===== src/rtl/spi_we_pkg.sv =====
package spi_we_pkg;

  localparam logic [2:0] ADDR_CLK  = 3'd0;
  localparam logic [2:0] ADDR_DEV  = 3'd1;
  localparam logic [2:0] ADDR_CMD  = 3'd2;
  localparam logic [2:0] ADDR_STAT = 3'd3;
  localparam logic [2:0] ADDR_DATA = 3'd4;

  localparam logic [2:0] OP_RD  = 3'd1;
  localparam logic [2:0] OP_WR  = 3'd2;
  localparam logic [2:0] OP_INV = 3'd4;

  localparam int CLK_EN_BIT = 31;
  localparam int CMD_CS_LSB = 28;
  localparam int CMD_3P_BIT = 27;
  localparam int CMD_WL_LSB = 19;
  localparam int CMD_OP_LSB = 16;

  typedef struct packed {
    logic [1:0]  cs;
    logic        three;
    logic [6:0]  wlen;
    logic [2:0]  op;
    logic [11:0] flen;
  } cmd_t;

endpackage


===== src/rtl/spi_we_clkgen.sv =====
module spi_we_clkgen #(
  parameter int DIVW = 16
) (
  input  logic            clk,
  input  logic            rst_n,
  input  logic            restart,
  input  logic            run,
  input  logic            cpha,
  input  logic [DIVW-1:0] div,
  output logic            sample_o,
  output logic            bit_end_o,
  output logic            sclk_act_o
);

  logic [DIVW-1:0] cnt_q, cnt_d;
  logic [DIVW-1:0] lim, half;
  logic [DIVW:0]   lim_p1;

  always_comb begin
    lim    = (div == '0) ? DIVW'(1) : div;
    lim_p1 = {1'b0, lim} + 1'b1;
    half   = lim_p1[DIVW:1];
  end

  assign sample_o   = run && (cnt_q == half - 1'b1);
  assign bit_end_o  = run && (cnt_q == lim);
  assign sclk_act_o = cpha ? (cnt_q < half) : (cnt_q >= half);

  always_comb begin
    cnt_d = cnt_q;
    if (restart)        cnt_d = '0;
    else if (bit_end_o) cnt_d = '0;
    else if (run)       cnt_d = cnt_q + 1'b1;
  end

  always_ff @(posedge clk or negedge rst_n) begin
    if (!rst_n) cnt_q <= '0;
    else        cnt_q <= cnt_d;
  end


  cnt_hold_chk: assert property (@(posedge clk) disable iff (!rst_n)
    (!run && !restart) |=> $stable(cnt_q));


  bit_wrap_chk: assert property (@(posedge clk) disable iff (!rst_n)
    bit_end_o |=> (cnt_q == '0));

endmodule


===== src/rtl/spi_we_shifter.sv =====
module spi_we_shifter #(
  parameter int DW = 32,
  parameter int LW = 6
) (
  input  logic          clk,
  input  logic          rst_n,
  input  logic          go,
  input  logic          go_read,
  input  logic          go_three,
  input  logic [LW-1:0] go_len,
  input  logic [DW-1:0] go_data,
  input  logic          sample,
  input  logic          bit_end,
  input  logic          din,
  output logic          busy_o,
  output logic          done_o,
  output logic          is_read_o,
  output logic [DW-1:0] rx_o,
  output logic          dout_o,
  output logic          doe_o
);

  logic          busy_q, busy_d;
  logic          rd_q, rd_d;
  logic          three_q, three_d;
  logic [LW-1:0] len_q, len_d;
  logic [LW-1:0] idx_q, idx_d;
  logic [DW-1:0] tx_q, tx_d;
  logic [DW-1:0] rx_q, rx_d;
  logic          last_bit;

  assign last_bit  = (idx_q == len_q - 1'b1);
  assign done_o    = busy_q && bit_end && last_bit;
  assign busy_o    = busy_q;
  assign is_read_o = rd_q;
  assign rx_o      = rx_q;
  assign dout_o    = tx_q[DW-1];
  assign doe_o     = !(busy_q && three_q && rd_q);

  always_comb begin
    busy_d  = busy_q;
    rd_d    = rd_q;
    three_d = three_q;
    len_d   = len_q;
    idx_d   = idx_q;
    tx_d    = tx_q;
    rx_d    = rx_q;
    if (go && !busy_q) begin
      busy_d  = 1'b1;
      rd_d    = go_read;
      three_d = go_three;
      len_d   = go_len;
      idx_d   = '0;
      rx_d    = '0;
      tx_d    = go_read ? '0 : (go_data << (LW'(DW) - go_len));
    end else if (busy_q) begin
      if (sample) rx_d = {rx_q[DW-2:0], din};
      if (bit_end) begin
        if (last_bit) begin
          busy_d = 1'b0;
        end else begin
          idx_d = idx_q + 1'b1;
          tx_d  = {tx_q[DW-2:0], 1'b0};
        end
      end
    end
  end

  always_ff @(posedge clk or negedge rst_n) begin
    if (!rst_n) begin
      busy_q  <= 1'b0;
      rd_q    <= 1'b0;
      three_q <= 1'b0;
      len_q   <= LW'(1);
      idx_q   <= '0;
      tx_q    <= '0;
      rx_q    <= '0;
    end else begin
      busy_q  <= busy_d;
      rd_q    <= rd_d;
      three_q <= three_d;
      len_q   <= len_d;
      idx_q   <= idx_d;
      tx_q    <= tx_d;
      rx_q    <= rx_d;
    end
  end


  start_busy_chk: assert property (@(posedge clk) disable iff (!rst_n)
    (go && !busy_q) |=> busy_q);


  done_idle_chk: assert property (@(posedge clk) disable iff (!rst_n)
    done_o |=> !busy_q);


  len_range_chk: assert property (@(posedge clk) disable iff (!rst_n)
    busy_q |-> (len_q != '0 && len_q <= LW'(DW) && idx_q < len_q));

endmodule


===== src/rtl/spi_we_csctl.sv =====
module spi_we_csctl #(
  parameter int NCS = 4,
  parameter int CSW = 2,
  parameter int FLW = 12
) (
  input  logic           clk,
  input  logic           rst_n,
  input  logic           go,
  input  logic [CSW-1:0] go_cs,
  input  logic           inv,
  input  logic           word_done,
  input  logic [FLW-1:0] flen,
  output logic [NCS-1:0] act_o
);

  logic           active_q, active_d;
  logic [CSW-1:0] sel_q, sel_d;
  logic [FLW-1:0] cnt_q, cnt_d;
  logic [FLW:0]   cnt_inc;
  logic           frame_full;

  assign cnt_inc    = {1'b0, cnt_q} + 1'b1;
  assign frame_full = (flen != '0) && (cnt_inc >= {1'b0, flen});

  always_comb begin
    active_d = active_q;
    sel_d    = sel_q;
    cnt_d    = cnt_q;
    if (inv) begin
      active_d = 1'b0;
      cnt_d    = '0;
    end else if (go) begin
      if (!active_q || sel_q != go_cs) begin
        active_d = 1'b1;
        sel_d    = go_cs;
        cnt_d    = '0;
      end
    end else if (word_done && active_q) begin
      if (frame_full) begin
        active_d = 1'b0;
        cnt_d    = '0;
      end else begin
        cnt_d = cnt_inc[FLW-1:0];
      end
    end
  end

  always_ff @(posedge clk or negedge rst_n) begin
    if (!rst_n) begin
      active_q <= 1'b0;
      sel_q    <= '0;
      cnt_q    <= '0;
    end else begin
      active_q <= active_d;
      sel_q    <= sel_d;
      cnt_q    <= cnt_d;
    end
  end

  for (genvar n = 0; n < NCS; n++) begin : g_act
    assign act_o[n] = active_q && (sel_q == CSW'(n));
  end


  cs_single_chk: assert property (@(posedge clk) disable iff (!rst_n)
    $onehot0(act_o));


  frame_end_chk: assert property (@(posedge clk) disable iff (!rst_n)
    (word_done && active_q && !inv && !go && frame_full) |=> !active_q);


  inv_drop_chk: assert property (@(posedge clk) disable iff (!rst_n)
    inv |=> (act_o == '0));

endmodule


===== src/rtl/spi_word_engine.sv =====
module spi_word_engine
  import spi_we_pkg::*;
#(
  parameter int DW   = 32,
  parameter int NCS  = 4,
  parameter int DIVW = 16,
  parameter int FLW  = 12
) (
  input  logic           clk,
  input  logic           rst_n,
  input  logic           bus_wr,
  input  logic [2:0]     bus_addr,
  input  logic [31:0]    bus_wdata,
  output logic [31:0]    bus_rdata,
  output logic           sclk_o,
  output logic [NCS-1:0] cs_o,
  output logic           dq0_o,
  output logic           dq0_oe,
  input  logic           dq0_i,
  input  logic           dq1_i
);

  localparam int LW  = $clog2(DW) + 1;
  localparam int CSW = 2;
  localparam int DCW = NCS * 8;

  // reset: asynchronous assert, synchronous release
  logic [1:0] rst_sync_q;
  logic       rst_ni;
  always_ff @(posedge clk or negedge rst_n) begin
    if (!rst_n) rst_sync_q <= 2'b00;
    else        rst_sync_q <= {rst_sync_q[0], 1'b1};
  end
  assign rst_ni = rst_sync_q[1];

  // register state
  logic            en_q, en_d;
  logic [DIVW-1:0] div_q, div_d;
  logic [DCW-1:0]  dev_q, dev_d;
  cmd_t            cmd_q, cmd_d;
  logic [DW-1:0]   data_q, data_d;
  logic            wc_q, wc_d;

  // decode
  logic          clk_we, dev_we, cmd_wr, data_we;
  logic [2:0]    wop;
  logic          busy, done, is_read;
  logic          word_go, inv_go;
  logic [7:0]    len_full;
  logic [LW-1:0] go_len;
  logic [7:0]    cur_fld;
  logic          cur_cpol, cur_cpha;
  logic [DW-1:0] rx_word;
  logic          sample, bit_end, sclk_act, run, din;
  logic [NCS-1:0] cs_act;
  logic          sh_dout, sh_doe;

  assign clk_we  = bus_wr && (bus_addr == ADDR_CLK);
  assign dev_we  = bus_wr && (bus_addr == ADDR_DEV);
  assign cmd_wr  = bus_wr && (bus_addr == ADDR_CMD);
  assign data_we = bus_wr && (bus_addr == ADDR_DATA);
  assign wop     = bus_wdata[CMD_OP_LSB +: 3];
  assign word_go = cmd_wr && !busy && (wop == OP_RD || wop == OP_WR);
  assign inv_go  = cmd_wr && !busy && (wop == OP_INV);

  always_comb begin
    len_full = {1'b0, bus_wdata[CMD_WL_LSB +: 7]} + 8'd1;
    go_len   = (len_full > 8'(DW)) ? LW'(DW) : LW'(len_full);
  end

  always_comb begin
    cur_fld = '0;
    for (int i = 0; i < NCS; i++) begin
      if (cmd_q.cs == CSW'(i)) cur_fld = dev_q[i*8 +: 8];
    end
    cur_cpol = cur_fld[0];
    cur_cpha = cur_fld[2];
  end

  // next-state
  always_comb begin
    en_d   = en_q;
    div_d  = div_q;
    dev_d  = dev_q;
    cmd_d  = cmd_q;
    data_d = data_q;
    wc_d   = wc_q;
    if (clk_we) begin
      en_d  = bus_wdata[CLK_EN_BIT];
      div_d = bus_wdata[DIVW-1:0];
    end
    if (dev_we) dev_d = bus_wdata[DCW-1:0];
    if (word_go || inv_go) begin
      cmd_d.cs    = bus_wdata[CMD_CS_LSB +: CSW];
      cmd_d.three = bus_wdata[CMD_3P_BIT];
      cmd_d.wlen  = bus_wdata[CMD_WL_LSB +: 7];
      cmd_d.op    = wop;
      cmd_d.flen  = bus_wdata[FLW-1:0];
    end
    if (done && is_read)  data_d = rx_word;
    else if (data_we)     data_d = bus_wdata[DW-1:0];
    if (word_go)          wc_d = 1'b0;
    else if (done)        wc_d = 1'b1;
  end

  always_ff @(posedge clk or negedge rst_ni) begin
    if (!rst_ni) begin
      en_q   <= 1'b0;
      div_q  <= '0;
      dev_q  <= '0;
      cmd_q  <= '0;
      data_q <= '0;
      wc_q   <= 1'b0;
    end else begin
      if (clk_we)                   en_q   <= en_d;
      if (clk_we)                   div_q  <= div_d;
      if (dev_we)                   dev_q  <= dev_d;
      if (word_go || inv_go)        cmd_q  <= cmd_d;
      if (data_we || done)          data_q <= data_d;
      if (word_go || done)          wc_q   <= wc_d;
    end
  end

  // read mux
  always_comb begin
    bus_rdata = '0;
    unique case (bus_addr)
      ADDR_CLK: begin
        bus_rdata[CLK_EN_BIT] = en_q;
        bus_rdata[DIVW-1:0]   = div_q;
      end
      ADDR_DEV:  bus_rdata[DCW-1:0] = dev_q;
      ADDR_CMD: begin
        bus_rdata[CMD_CS_LSB +: CSW] = cmd_q.cs;
        bus_rdata[CMD_3P_BIT]        = cmd_q.three;
        bus_rdata[CMD_WL_LSB +: 7]   = cmd_q.wlen;
        bus_rdata[CMD_OP_LSB +: 3]   = cmd_q.op;
        bus_rdata[FLW-1:0]           = cmd_q.flen;
      end
      ADDR_STAT: bus_rdata[1:0] = {wc_q, busy};
      ADDR_DATA: bus_rdata[DW-1:0] = data_q;
      default:   bus_rdata = '0;
    endcase
  end

  assign run = busy && en_q;
  assign din = cmd_q.three ? dq0_i : dq1_i;

  spi_we_clkgen #(.DIVW(DIVW)) u_clkgen (
    .clk       (clk),
    .rst_n     (rst_ni),
    .restart   (word_go),
    .run       (run),
    .cpha      (cur_cpha),
    .div       (div_q),
    .sample_o  (sample),
    .bit_end_o (bit_end),
    .sclk_act_o(sclk_act)
  );

  spi_we_shifter #(.DW(DW), .LW(LW)) u_shifter (
    .clk      (clk),
    .rst_n    (rst_ni),
    .go       (word_go),
    .go_read  (wop == OP_RD),
    .go_three (bus_wdata[CMD_3P_BIT]),
    .go_len   (go_len),
    .go_data  (data_q),
    .sample   (sample),
    .bit_end  (bit_end),
    .din      (din),
    .busy_o   (busy),
    .done_o   (done),
    .is_read_o(is_read),
    .rx_o     (rx_word),
    .dout_o   (sh_dout),
    .doe_o    (sh_doe)
  );

  spi_we_csctl #(.NCS(NCS), .CSW(CSW), .FLW(FLW)) u_csctl (
    .clk      (clk),
    .rst_n    (rst_ni),
    .go       (word_go),
    .go_cs    (bus_wdata[CMD_CS_LSB +: CSW]),
    .inv      (inv_go),
    .word_done(done),
    .flen     (cmd_q.flen),
    .act_o    (cs_act)
  );

  assign sclk_o = cur_cpol ^ (run && sclk_act);
  assign dq0_o  = sh_dout;
  assign dq0_oe = sh_doe;

  for (genvar n = 0; n < NCS; n++) begin : g_cs
    assign cs_o[n] = cs_act[n] ? dev_q[n*8 + 1] : ~dev_q[n*8 + 1];
  end


  busy_ignore_chk: assert property (@(posedge clk) disable iff (!rst_ni)
    (busy && cmd_wr) |=> ($stable(cmd_q) && $stable(cs_act)));


  tri_read_chk: assert property (@(posedge clk) disable iff (!rst_ni)
    (busy && cmd_q.three && cmd_q.op == OP_RD) |-> !dq0_oe);


  wc_clear_chk: assert property (@(posedge clk) disable iff (!rst_ni)
    word_go |=> (!wc_q && busy));


  sclk_idle_chk: assert property (@(posedge clk) disable iff (!rst_ni)
    (!en_q && $past(!en_q) && $stable(dev_q) && $stable(cmd_q.cs)) |-> $stable(sclk_o));

endmodule


===== config.mk =====
export PLATFORM = sky130hd
export DESIGN_NAME = spi_word_engine
export DESIGN_NICKNAME = d
export VERILOG_FILES = /design/src/rtl/spi_we_pkg.sv /design/src/rtl/spi_we_clkgen.sv /design/src/rtl/spi_we_shifter.sv /design/src/rtl/spi_we_csctl.sv /design/src/rtl/spi_word_engine.sv
export SDC_FILE = /design/constraint.sdc
export NUM_CORES = 1
export LEC_CHECK = 0
export BUFFER_PORTS_ARGS = -buffer_cell sky130_fd_sc_hd__buf_4
export CAP_MARGIN = 20
export CORE_ASPECT_RATIO = 1.25
export CORE_MARGIN = 1
export CORE_UTILIZATION = 45
export CTS_CLUSTER_SIZE = 24
export DETAILED_ROUTE_END_ITERATION = 10
export GPL_TIMING_DRIVEN = 0
export PLACE_DENSITY = 0.63
export SLEW_MARGIN = 0
export SYNTH_ARGS = -nofsm -noshare
export SYNTH_HDL_FRONTEND = slang
export SYNTH_SLANG_ARGS = --single-unit

===== constraint.sdc =====
create_clock -name clk -period 11.5 [get_ports clk]
set_input_delay 0.575 -clock clk [delete_from_list [all_inputs] [get_ports clk]]
set_output_delay 0.575 -clock clk [all_outputs]
set_load 0.01 [all_outputs]

==> metrics.md, run 1 <==
| Metric | Value |
|---|---|
| Startpoint Class | `flop` |
| Count leader, synth | `dfrtp_1` |
| Achievable frequency | `204 MHz` |
| Syn nets | `~1600` |
| Arrival time at the worst endpoint | `around 4300 ps` |
| Cts bufs inserted | `25` |
| Post-layout min period | `roughly 4900 ps` |
| H-Tree Level Count | `1` |
| Power consumption | `2.49 mW` |
| Total of max-cap violations | `0` |
| Reg2reg end | `u_shifter.rx_o[23]` |
| WP data required | `roughly 11000 ps` |
| Yosys reg bits | `219` |
| Xor and xnor fraction of the mapped netlist area | `around 5.3%` |
| Total global-route track usage | `roughly 27%` |
| Root buffer cell | `clkbuf_16` |
| FILL cells | `between 2000 and 3000` |
| Site Rows | `72` |
| Initial antenna violation count | `0` |
| Vias in the first global route | `12130` |
| Crit-path max FO | `10` |
| Final slew viol count | `0` |
| Hold Vio Cnt, Final | `0` |
| Lkg Pwr | `between 6 and 7 nW` |
| Gr ovfl total | `0` |
| Final Wtd Congestion | `between 0.9 and 1` |
| List of most frequent post-synthesis cells | `dfrtp_1, mux2i_1, nand2_1` |
| # clock sinks | `roughly 220` |
| Unique masters post-synth | `78` |
| Layout Nets | `approximately 1700` |
| Synth top area cells | `dfrtp_1, mux2i_1, mux2_2, nand2_1, xnor2_1` |
| Fin area | `approximately 16000 µm²` |
| TritonCTS clock tree | `yes` |
| Peak supply drop | `approximately 110 µV` |
| Metal2 WL | `about 21000 µm` |
| Slew @ Worst Pin | `1010 ps` |
| Finish-stage setup viols | `0` |
| Crit path capture | `sclk_o` |
| Critical R2R Launch | `div_q[15]` |
| Crit. Startpoint | `div_q[0]` |
| Syn Std Cell Area | `roughly 14000 µm²` |
| Compound-gate portion of the synthesized area | `13.8%` |
| Worst-path clk slew | `roughly 60 ps` |
| Synth warn | `0` |
| R2r worst-path depth | `14` |
| Bufs on Longest Clock Path | `3` |
| Post-synth ARST share | `100%` |
| Initial drt markers | `between 900 and 1000` |
| Fin crit share | `approximately 43%` |
| Routed len/inst | `21.2 µm` |
| CORE AREA | `31100 µm²` |
| CP peak stage delay | `roughly 400 ps` |
| Die footprint | `around 32000 µm²` |
| Via/cell ratio | `between 5 and 6` |
| Worst path bufs/invs | `3` |
| Levels on crit path | `15` |
| CP top delay family | `simple AND/OR/NAND/NOR gates` |
| Setup slack after layout | `between 6000 and 7000 ps` |
| CP Class | `reg -> out` |
| Top routing layer used | `met4` |
| First drt pass iteration count | `5` |
| Worst hold path type | `reg -> async` |
| CTS hold repair buffers | `1` |
| Largest family of logic cells by synthesized area | `multiplexers` |
| Sequential fraction of the synthesis area | `about 38%` |
| Post-synth EDFFs | `0` |
| Mux contribution to synthesized area | `19.8%` |
| CP max stage cell | `nor2_1` |
| Vias after detailed routing | `12032` |
| Initial core utilization | `around 46%` |
| Cell taking the most area after synthesis | `dfrtp_1` |
| First-pass GRT wire length | `just under 70000 µm` |
| Share of cells above drive strength 1 | `14.1%` |
| Clk Latency, worst-skew pair | `~560 ps` |
| Dpl cell area | `~15000 µm²` |
| Detailed Place HPWL | `approximately 33000 µm` |
| Routed WL | `around 43000 µm` |
| Setup WS pre-CTS | `roughly 6400 ps` |
| Unrepaired setup endpoints after global routing | `false` |
| Clock Skew | `around 27 ps` |
| Pwr dens | `approximately 150 nW/µm²` |
| Slew HR | `about a third` |
| Status | `finished, final reports clean` |
| Endpoint class of the critical path | `output port` |
| Met3 wire len | `2320 µm` |
| DRC | `0` |
| Buffers inserted by post-CTS timing repair | `0` |
| Die H | `slightly above 200 µm` |
| Largest net degree at the start of global routing | `69` |
| Simple-gate share of the synthesized area | `roughly 15%` |
| Routed Antenna Nets | `0` |
| Setup TNS | `0 ps` |
| Post-synth top area share | `38.3%` |
| Antenna cells | `0` |
| Post-cts sizing count | `0` |
| Top-level I/O count | `a little under 80` |
| Reg2Reg Setup Slack | `slightly above 7000 ps` |
| IO buf count | `between 70 and 80` |
| Instance count of the mapped netlist | `1520` |
| Critical Path, Cell by Cell | `buf_2, and3_1, buf_2, nand4_1, nor2_1, nand2_1, xor2_1, ha_1, and3_1, o21a_1, a221oi_1, nand2b_1, a211o_1, xnor2_1, buf_4` |
| Post-Synth Adder-Cell Area | `under 10%` |
| Die X | `between 150 and 200 µm` |
| Metal-1 WL | `roughly 18000 µm` |
| Syn_area_per_cell | `9.38 µm²` |
| Top FF cell, synth | `dfrtp_1` |
| Area Overhead vs Synth | `14.6%` |
-- area by class of cell --
class | instances | area, µm² | share of cell area [%]
buffer | 110 | 480 | 2.94
clock buffer | 35 | 723 | 4.42
clock inverter | 9 | 214 | 1.31
inverter | 63 | 236 | 1.45
multi-input combinational | 1128 | 8060 | 49.3
sequential | 219 | 5490 | 33.6
tap | 407 | 509 | 3.11
timing repair buffer | 77 | 638 | 3.90
-- report_power, final --
part / switching [mW] / total, mW / internal (mW) / leakage, nW
Combinational: 0.378 / 0.652 / 0.274 / 3.72
Clock: 0.340 / 0.913 / 0.574 / 0.459
Sequential: 0.0830 / 0.925 / 0.842 / 2.76
-- sequential cells by signal (all words and copies together) (netlist names) --
| register | cells |
|---|---|
| cmd_q | 25 |
| data_q | 32 |
| dev_q | 32 |
| div_q | 16 |
| en_q | 1 |
| rst_sync_q | 2 |
| u_clkgen.cnt_q | 16 |
| u_csctl.active_q | 1 |
| u_csctl.cnt_q | 12 |
| u_csctl.sel_q | 2 |
| u_shifter.busy_o | 1 |
| u_shifter.idx_q | 6 |
| u_shifter.is_read_o | 1 |
| u_shifter.len_q | 6 |
| u_shifter.rx_o | 32 |
| u_shifter.three_q | 1 |
| u_shifter.tx_q | 32 |
| wc_q | 1 |
-- cells in the final DEF (no fill, tap or decap), types with 7 or more instances in the layout --
cell type and n:
buf_1 11, ha_1 34, clkbuf_16 25, nor3_1 22, nand2_1 143, nand2b_1 16
a22oi_1 16, a31oi_1 12, and2_1 7, clkbuf_1 71, o22a_1 14, nand3_1 29
buf_4 73, a211oi_1 14, mux2_1 18, o22ai_1 8, o31ai_1 9, mux2_2 63
mux2i_1 176, a21oi_1 70, nor2_1 121, nor4_1 11, and3_1 17, o21ai_0 68
o21ai_1 35, xnor2_1 60, buf_2 27, inv_1 59, o21a_1 13, xor2_1 23
a22o_1 10, nand4_1 15, nor2b_1 13, dfrtp_1 217
-- worst reg2reg max path: cells and delay by family, from the launching register on --
kind / cells / cell delay (ps)
xor gates and xnor gates: 1 / 170
and+or+nand+nor: 7 / 2170
adders and majority gates: 1 / 300
buffers and inverters: 2 / 680
AOI/OAI and AO/OA: 1 / 100
muxes: 2 / 550
DFF: 1 / 320
-- worst min path at each step --
stage | end | from | depth (start not counted)
2_1_floorplan | rst_sync_q[0] | rst_n | 0
3_3_place_gp | rst_sync_q[1] | rst_sync_q[0] | 0
3_5_place_dp | u_shifter.rx_o[23] | rst_sync_q[1] | 0
4_1_cts | dev_q[30] | bus_wdata[30] | 2
5_1_grt | dev_q[30] | bus_wdata[30] | 2
6_report | u_shifter.rx_o[23] | rst_sync_q[1] | 0
-- logic make-up after synthesis --
family                     after synthesis
DFF                                    219
and+or+nand+nor                        434
adders and majority gates               34
xor gates and xnor gates                84
other                                    1
AOI/OAI and AO/OA                      311
buffers and inverters                  173
muxes                                  264
-- stage by stage --
stage	hold slack, ps	util, %	std cells
global route	260	52.6	2048
finish	253	52.6	2048
global placement	341	49.3	1999
CTS	251	52.6	2047
detailed placement	258	49.5	2002
floorplan	279	-	1520
-- routing by layer --
| metal | vias to the layer above | track usage [%] |
|---|---|---|
| met1 | 5910 | 33.0 |
| li1 | 5603 | - |
| met3 | 111 | 3.31 |
| met5 | - | 0 |
| met4 | 0 | 13.5 |
| met2 | 408 | 46.3 |
Power figures use the tool's default switching activity.
==> run 2, diff against run 1 <==
- PLACE_DENSITY: 0.63 -> 0.65
- clock period: 11.5 -> 4.45 ns (I/O delays scaled with it)
==> run 2 against run 1 <==
  * Critical path depth down 1
  * Combinational power rose to 2.6 times the previous value
  * Worst setup slack worse by 6400 ps
  * Register-to-register slack worse by 6900 ps
  * Utilization up 0.75 points
  * Global-route usage up 0.28 points
  * Clock power up 140%
==> metrics.md, run 2 (synthesis gave the netlist of run 1 again) <==
| Metric | Value |
|---|---|
| Status | `finished, final reports clean` |
| Worst-path clk slew | `60 ps (about the same)` |
| Storage cell area | `5490 µm² (unchanged)` |
| Gr ovfl total | `0 (unchanged)` |
| Cts bufs inserted | `25 (unchanged)` |
| Slew @ Worst Pin | `1140 ps (+129 ps)` |
| WP data required | `4880 ps (-6050 ps)` |
| Initial antenna violation count | `0 (unchanged)` |
| Most frequent cells in the layout | `dfrtp_1, mux2i_1, nand2_1` |
| Pwr dens | `381 nW/µm² (+150%)` |
| Largest net degree at the start of global routing | `58 (-16%)` |
| Power consumption | `6.31 mW (+150%)` |
| Total global-route track usage | `27.2% (+0.28 points)` |
| Arrival time at the worst endpoint | `4700 ps (+380 ps)` |
| Initial drt markers | `1050 (+14%)` |
| Crit. Startpoint | `bus_wdata[20]` |
| Clock Skew | `22.9 ps (-4.54 ps)` |
| Routed len/inst | `21.3 µm (+0.50%)` |
| Reg2reg end | `u_shifter.rx_o[19]` |
| Hold_ws | `20.4 ps (-232 ps)` |
| Final Wtd Congestion | `0.912 (+0.85%)` |
| R2r worst-path depth | `15 (+1)` |
| Total of max-cap violations | `0 (unchanged)` |
| H-Tree Level Count | `1 (unchanged)` |
| IO buf count | `72 (unchanged)` |
| Layout Nets | `1726 (+1.6%)` |
| Crit path capture | `u_shifter.tx_q[29]` |
| Peak supply drop | `307 µV (+180%)` |
| Detailed Place HPWL | `33400 µm (about the same)` |
| Area Overhead vs Synth | `16.3%` |
| Slew HR | `23.8% (-8.5 points)` |
| FILL cells | `2857 (-2.2%)` |
| Initial core utilization | `45.9% (unchanged)` |
| Bufs on Longest Clock Path | `3 (unchanged)` |
| Vias after detailed routing | `12262 (+1.9%)` |
| Post-layout min period | `about 4300 ps` |
| Unrepaired setup endpoints after global routing | `false` |
| Antenna cells | `0 (unchanged)` |
| Root buffer cell | `clkbuf_16` |
| Clk Latency, worst-skew pair | `570 ps (about the same)` |
| DRC | `0 (unchanged)` |
| Lkg Pwr | `7.03 nW (+1.4%)` |
| CORE AREA | `31100 µm² (unchanged)` |
| Crit-path max FO | `10 (unchanged)` |
| Via/cell ratio | `5.90 (+0.44%)` |
| Commonest non-fill, non-tap cell in the layout | `dfrtp_1` |
| Hold Vio Cnt, Final | `0 (unchanged)` |
| Critical R2R Launch | `div_q[15]` |
| First drt pass iteration count | `5 (unchanged)` |
| Top-level I/O count | `79 (unchanged)` |
| Fin crit share | `roughly 96%` |
| Area of the multi-input gates | `8080 µm² (+0.17%)` |
| # clock sinks | `219 (unchanged)` |
| First-pass GRT wire length | `68500 µm (+1.1%)` |
| Endpoint class of the critical path | `flop` |
| TritonCTS clock tree | `yes` |
| Final slew viol count | `0 (unchanged)` |
| Routed Antenna Nets | `0 (unchanged)` |
| Die X | `161 µm (unchanged)` |
| Achievable frequency | `roughly 230 MHz` |
| Reg2Reg Setup Slack | `280 ps (-6870 ps)` |
| Site Rows | `72 (unchanged)` |
| Routed WL | `44200 µm (+2.0%)` |
| Finish-stage setup viols | `0 (unchanged)` |
| Startpoint Class | `input port` |
| Worst hold path type | `in -> reg` |
| Hold depth | `3` |
| Vias in the first global route | `12078 (-0.43%)` |
| Die H | `201 µm (unchanged)` |
| Share of cells above drive strength 1 | `14.4% (+0.28 points)` |
| CP Class | `in -> reg` |
| Die footprint | `32400 µm² (unchanged)` |
run 2: cell types whose count changed in the layout (fill, tap and decap cells not counted), sizes merged:
cell,before,now
clkinvlp,0,2
inv,63,64
dlygate4sd3,1,26
clkinv,3,6
bufinv,6,3
clkbuf,103,105
run 2: area by class of cell:
cell class	instances	share of cell area [%]
Sequential cell	219	33.1
Timing Repair Buffer	105	5.51
Clock inverter	12	0.958
Multi-Input combinational cell	1128	48.7
Inverter	63	1.43
Clock buffer	34	4.28
Tap cell	407	3.07
Buffer	110	2.97
run 2: power breakdown:
group          total, mW  internal, mW  switching [mW]
sequential          2.40          2.18           0.223
clock               2.20          1.30           0.904
combinational       1.71         0.727           0.980
total               6.31          4.20            2.11
run 2: worst min-delay path by stage:
stage	from	end
final	dq1_i	u_shifter.rx_o[0]
after global routing	dq1_i	u_shifter.rx_o[0]
after CTS	dq1_i	u_shifter.rx_o[0]
after detailed placement	rst_n	rst_sync_q[0]
after global placement	rst_n	rst_sync_q[0]
after floorplan	rst_n	rst_sync_q[0]
run 2: routing by layer:
layer	vias to the layer above	routed length, µm	part of all wire [%]	track usage [%]
met5	-	0	0	0
met2	458	21500	49	46.1
met3	125	2620	5.9	3.39
met4	0	2250	5.1	13.4
met1	6017	17800	40	34.0
li1	5662	-	-	-
run 2: worst max-delay path, stage by stage:
cell           delay, ps
dlygate4sd3_1        520
buf_4                170
ha_1                 320
nand3_1              140
nor4b_1              330
o221a_2              270
and2_1               250
inv_1                 70
ha_1                 220
xor2_1               620
buf_2                400
mux2i_1              500
mux2i_1              260
a221o_1              400
run 2: repair_timing:
item | CTS | global route
endpoints found under the hold margin | 65 | 0
hold buffers | 26 | 0
cloned | 0 | 0
gates resized for setup | 1 | 10
setup endpoints to repair | 1 | 35
setup buffers | 0 | 4
pin swaps | 0 | 2
run 2: stage by stage:
stage | util (%) | instances | cell area (µm²) | setup WS (ps) | setup TNS, ps
floorplan | - | 1520 | 14300 | 836 | 0
global placement | 49.3 | 1999 | 15300 | -660 | -137650
detailed placement | 49.5 | 2002 | 15400 | -155 | -251
CTS | 53.2 | 2074 | 16500 | 5.83 | 0
global route | 53.3 | 2078 | 16600 | 17.5 | 0
finish | 53.3 | 2078 | 16600 | 180 | 0
==> run 3, diff against run 2 <==
==> constraint.sdc (replaced) <==
create_clock -name clk -period 4.45 [get_ports clk]
set_input_delay 0.89 -clock clk [delete_from_list [all_inputs] [get_ports clk]]
set_output_delay 0.89 -clock clk [all_outputs]
set_load 0.01 [all_outputs]
==> run 3 against run 2 <==
  * Worst setup slack lost 160 ps
  * Sequential share of layout area is essentially flat
  * Non-clock buffer count shrank 8
  * Clock power is essentially flat
  * Cell count shrank 0.38%
  * Sequential power is essentially flat
  * Combinational power grew 4%
  * Register-to-register slack is essentially flat
  * Die area is the same
  * Clock skew grew 0.67 ps
  * Design area is essentially flat
  * Critical endpoint is now sclk_o
  * Largest cell class unchanged
  * Largest power group unchanged
==> metrics.md, run 3 (synthesis gave the netlist of run 1 again) <==
| Metric | Value |
|---|---|
| Clk Latency, worst-skew pair | `570 ps (about the same)` |
| Layout Nets | `1718 (-0.46%)` |
| Vias after detailed routing | `12167 (-0.77%)` |
| Most frequent cells in the layout | `dfrtp_1, mux2i_1, nand2_1` |
| Antenna cells | `0 (unchanged)` |
| CP top delay family | `simple AND/OR/NAND/NOR gates` |
| Gr ovfl total | `0 (unchanged)` |
| First-pass GRT wire length | `68700 µm (+0.25%)` |
| Top-level I/O count | `79 (unchanged)` |
| Root buffer cell | `clkbuf_16` |
| Pwr dens | `385 nW/µm² (+1.2%)` |
| Endpoint class of the critical path | `output port` |
| Via/cell ratio | `5.88 (-0.39%)` |
| TritonCTS clock tree | `yes` |
| Crit. Startpoint | `div_q[6]` |
| WP data required | `3560 ps (-1320 ps)` |
| CP peak stage delay | `340 ps (-280 ps)` |
| Final slew viol count | `0 (unchanged)` |
| Fin area | `16600 µm² (about the same)` |
| Initial antenna violation count | `0 (unchanged)` |
| H-Tree Level Count | `1 (unchanged)` |
| Worst path bufs/invs | `3 (-1)` |
| Internal power | `4.25 mW (+1.2%)` |
| Vias in the first global route | `12097 (+0.16%)` |
| Fin crit share | `99.6% (+3.6 points)` |
| Initial drt markers | `995 (-5.2%)` |
| CP max stage cell | `dfrtp_1` |
| Share of cells above drive strength 1 | `16.4% (+1.9 points)` |
| First drt pass iteration count | `5 (unchanged)` |
| Largest net degree at the start of global routing | `58 (unchanged)` |
| CORE AREA | `31100 µm² (unchanged)` |
| Finish-stage setup viols | `0 (unchanged)` |
| Dpl cells | `2002 (unchanged)` |
| Post-Layout Cell Count | `2070 (-0.38%)` |
| DRC | `0 (unchanged)` |
| Routed Antenna Nets | `0 (unchanged)` |
| Critical Path, Cell by Cell | `buf_6, and4_4, nand3_4, buf_6, nor3_2, xnor2_1, ha_1, and3_1, o21a_1, a221oi_2, nand2b_1, a211o_1, xnor2_2, buf_4` |
| Commonest non-fill, non-tap cell in the layout | `dfrtp_1` |
| Hold Vio Cnt, Final | `0 (unchanged)` |
| Crit-path most repeated cell | `buf_6` |
| Slew HR | `23.0% (-0.87 points)` |
| CP Class | `reg -> out` |
| Net Sw Frac | `33.4% (about the same)` |
| Achievable frequency | `226 MHz (-3.6%)` |
| Status | `finished, final reports clean` |
| Startpoint Class | `flop` |
| Part of the power in combinational logic | `27.9% (+0.8 points)` |
| Detailed Place HPWL | `33400 µm (unchanged)` |
| Die H | `201 µm (unchanged)` |
| Slew @ Worst Pin | `1150 ps (+13.0 ps)` |
| IO buf count | `72 (unchanged)` |
| Bufs on Longest Clock Path | `3 (unchanged)` |
| Clk network pwr share | `34.5% (-0.4 points)` |
| Arrival time at the worst endpoint | `3540 ps (-1160 ps)` |
| Post-layout min period | `4430 ps (+161 ps)` |
| Final Wtd Congestion | `0.912 (unchanged)` |
| Die footprint | `32400 µm² (unchanged)` |
| Cts bufs inserted | `25 (unchanged)` |
| Sequential share of power | `37.6% (-0.4 points)` |
| Lkg Pwr | `7.05 nW (+0.26%)` |
| Routed WL | `44400 µm (+0.41%)` |
| Unrepaired setup endpoints after global routing | `true` |
| Total of max-cap violations | `0 (unchanged)` |
| Critical R2R Launch | `div_q[15]` |
| Total global-route track usage | `27.3% (+0.084 points)` |
| # clock sinks | `219 (unchanged)` |
| Worst-path clk slew | `60 ps (about the same)` |
| Clock Skew | `23.5 ps (+0.670 ps)` |
| Site Rows | `72 (unchanged)` |
| Die X | `161 µm (unchanged)` |
| Psw | `2.13 mW (+1.3%)` |
| Dpl cell area | `15400 µm² (unchanged)` |
| Crit-path max FO | `10 (unchanged)` |
| Worst hold path type | `in -> async` |
| Routed len/inst | `21.4 µm (+0.79%)` |
| Area Overhead vs Synth | `16.3% (about the same)` |
| Peak supply drop | `305 µV (-0.43%)` |
| Initial core utilization | `45.9% (unchanged)` |
| FILL cells | `2848 (-0.32%)` |
==> run 3: path summary, 6_finish.rpt <==
check,cells after the start,slack [ps],to
max,14,20,sclk_o
min,1,100,rst_sync_q[1]
max reg2reg,15,290,u_shifter.rx_o[19]
min reg2reg,0,360,rst_sync_q[1]
max in group asynchronous,3,2580,u_shifter.len_q[0]
min in group clk,0,360,rst_sync_q[1]
==> run 3: through the flow <==
stage | setup WS [ps] | hold WS [ps] | power (mW) | utilization (%) | setup TNS, ps
floorplan | 371 | 331 | 3.51 | - | 0
global placement | -813 | 342 | 4.03 | 49.3 | -149380
CTS | -26.1 | 81.4 | 6.39 | 53.2 | -26.1
finish | 19.5 | 97.7 | 6.39 | 53.4 | 0
global route | -123 | 86.0 | 6.64 | 53.4 | -123
detailed placement | -822 | 347 | 4.08 | 49.5 | -12630
==> run 3: layout make-up <==
| type | count | area [µm²] | share of cell area, % |
|---|---|---|---|
| inverters | 63 | 236 | 1.43 |
| repair buffers | 99 | 803 | 4.84 |
| multi-input cells | 1128 | 8130 | 49.0 |
| plain buffers | 108 | 551 | 3.32 |
| flip-flops and latches | 219 | 5490 | 33.1 |
| well taps | 407 | 509 | 3.07 |
| clock inverters | 12 | 159 | 0.958 |
| clock buffers | 34 | 709 | 4.28 |
==> run 3: worst register-to-register path: stages, from the launching register on <==
cell	delay, ps
dfrtp_1	320
clkbuf_1	400
and4b_2	320
nand2_1	70
and2_1	130
ha_1	310
or3b_1	400
mux2_4	320
or4b_1	520
o41ai_1	110
xnor2_1	170
nand4_1	150
nor4_4	230
buf_4	230
buf_6	200
mux2i_1	210
==> run 3: power groups by stage <==
stage	Sequential (mW)	Combinational, mW	Clock, mW
after floorplan	2.35	1.16	0
after global placement	2.45	1.59	0
after detailed placement	2.43	1.66	0
after CTS	2.40	1.75	2.24
after global routing	2.42	1.91	2.31
final	2.40	1.78	2.21
==> run 3: timing repair <==
item / CTS / global route
pin swaps: 8 / 5
gates resized for setup: 38 / 6
hold buffers: 0 / 0
buffers inserted: 20 / 4
endpoints found under the setup margin: 5 / 39
==> run 3: per-layer routing <==
layer | vias to the layer above | part of all wire (%) | GRT usage, %
met3 | 119 | 5.6 | 3.57
met1 | 5975 | 41 | 33.8
li1 | 5652 | - | -
met2 | 421 | 49 | 46.6
met5 | - | 0 | 0
met4 | 0 | 4.9 | 13.1
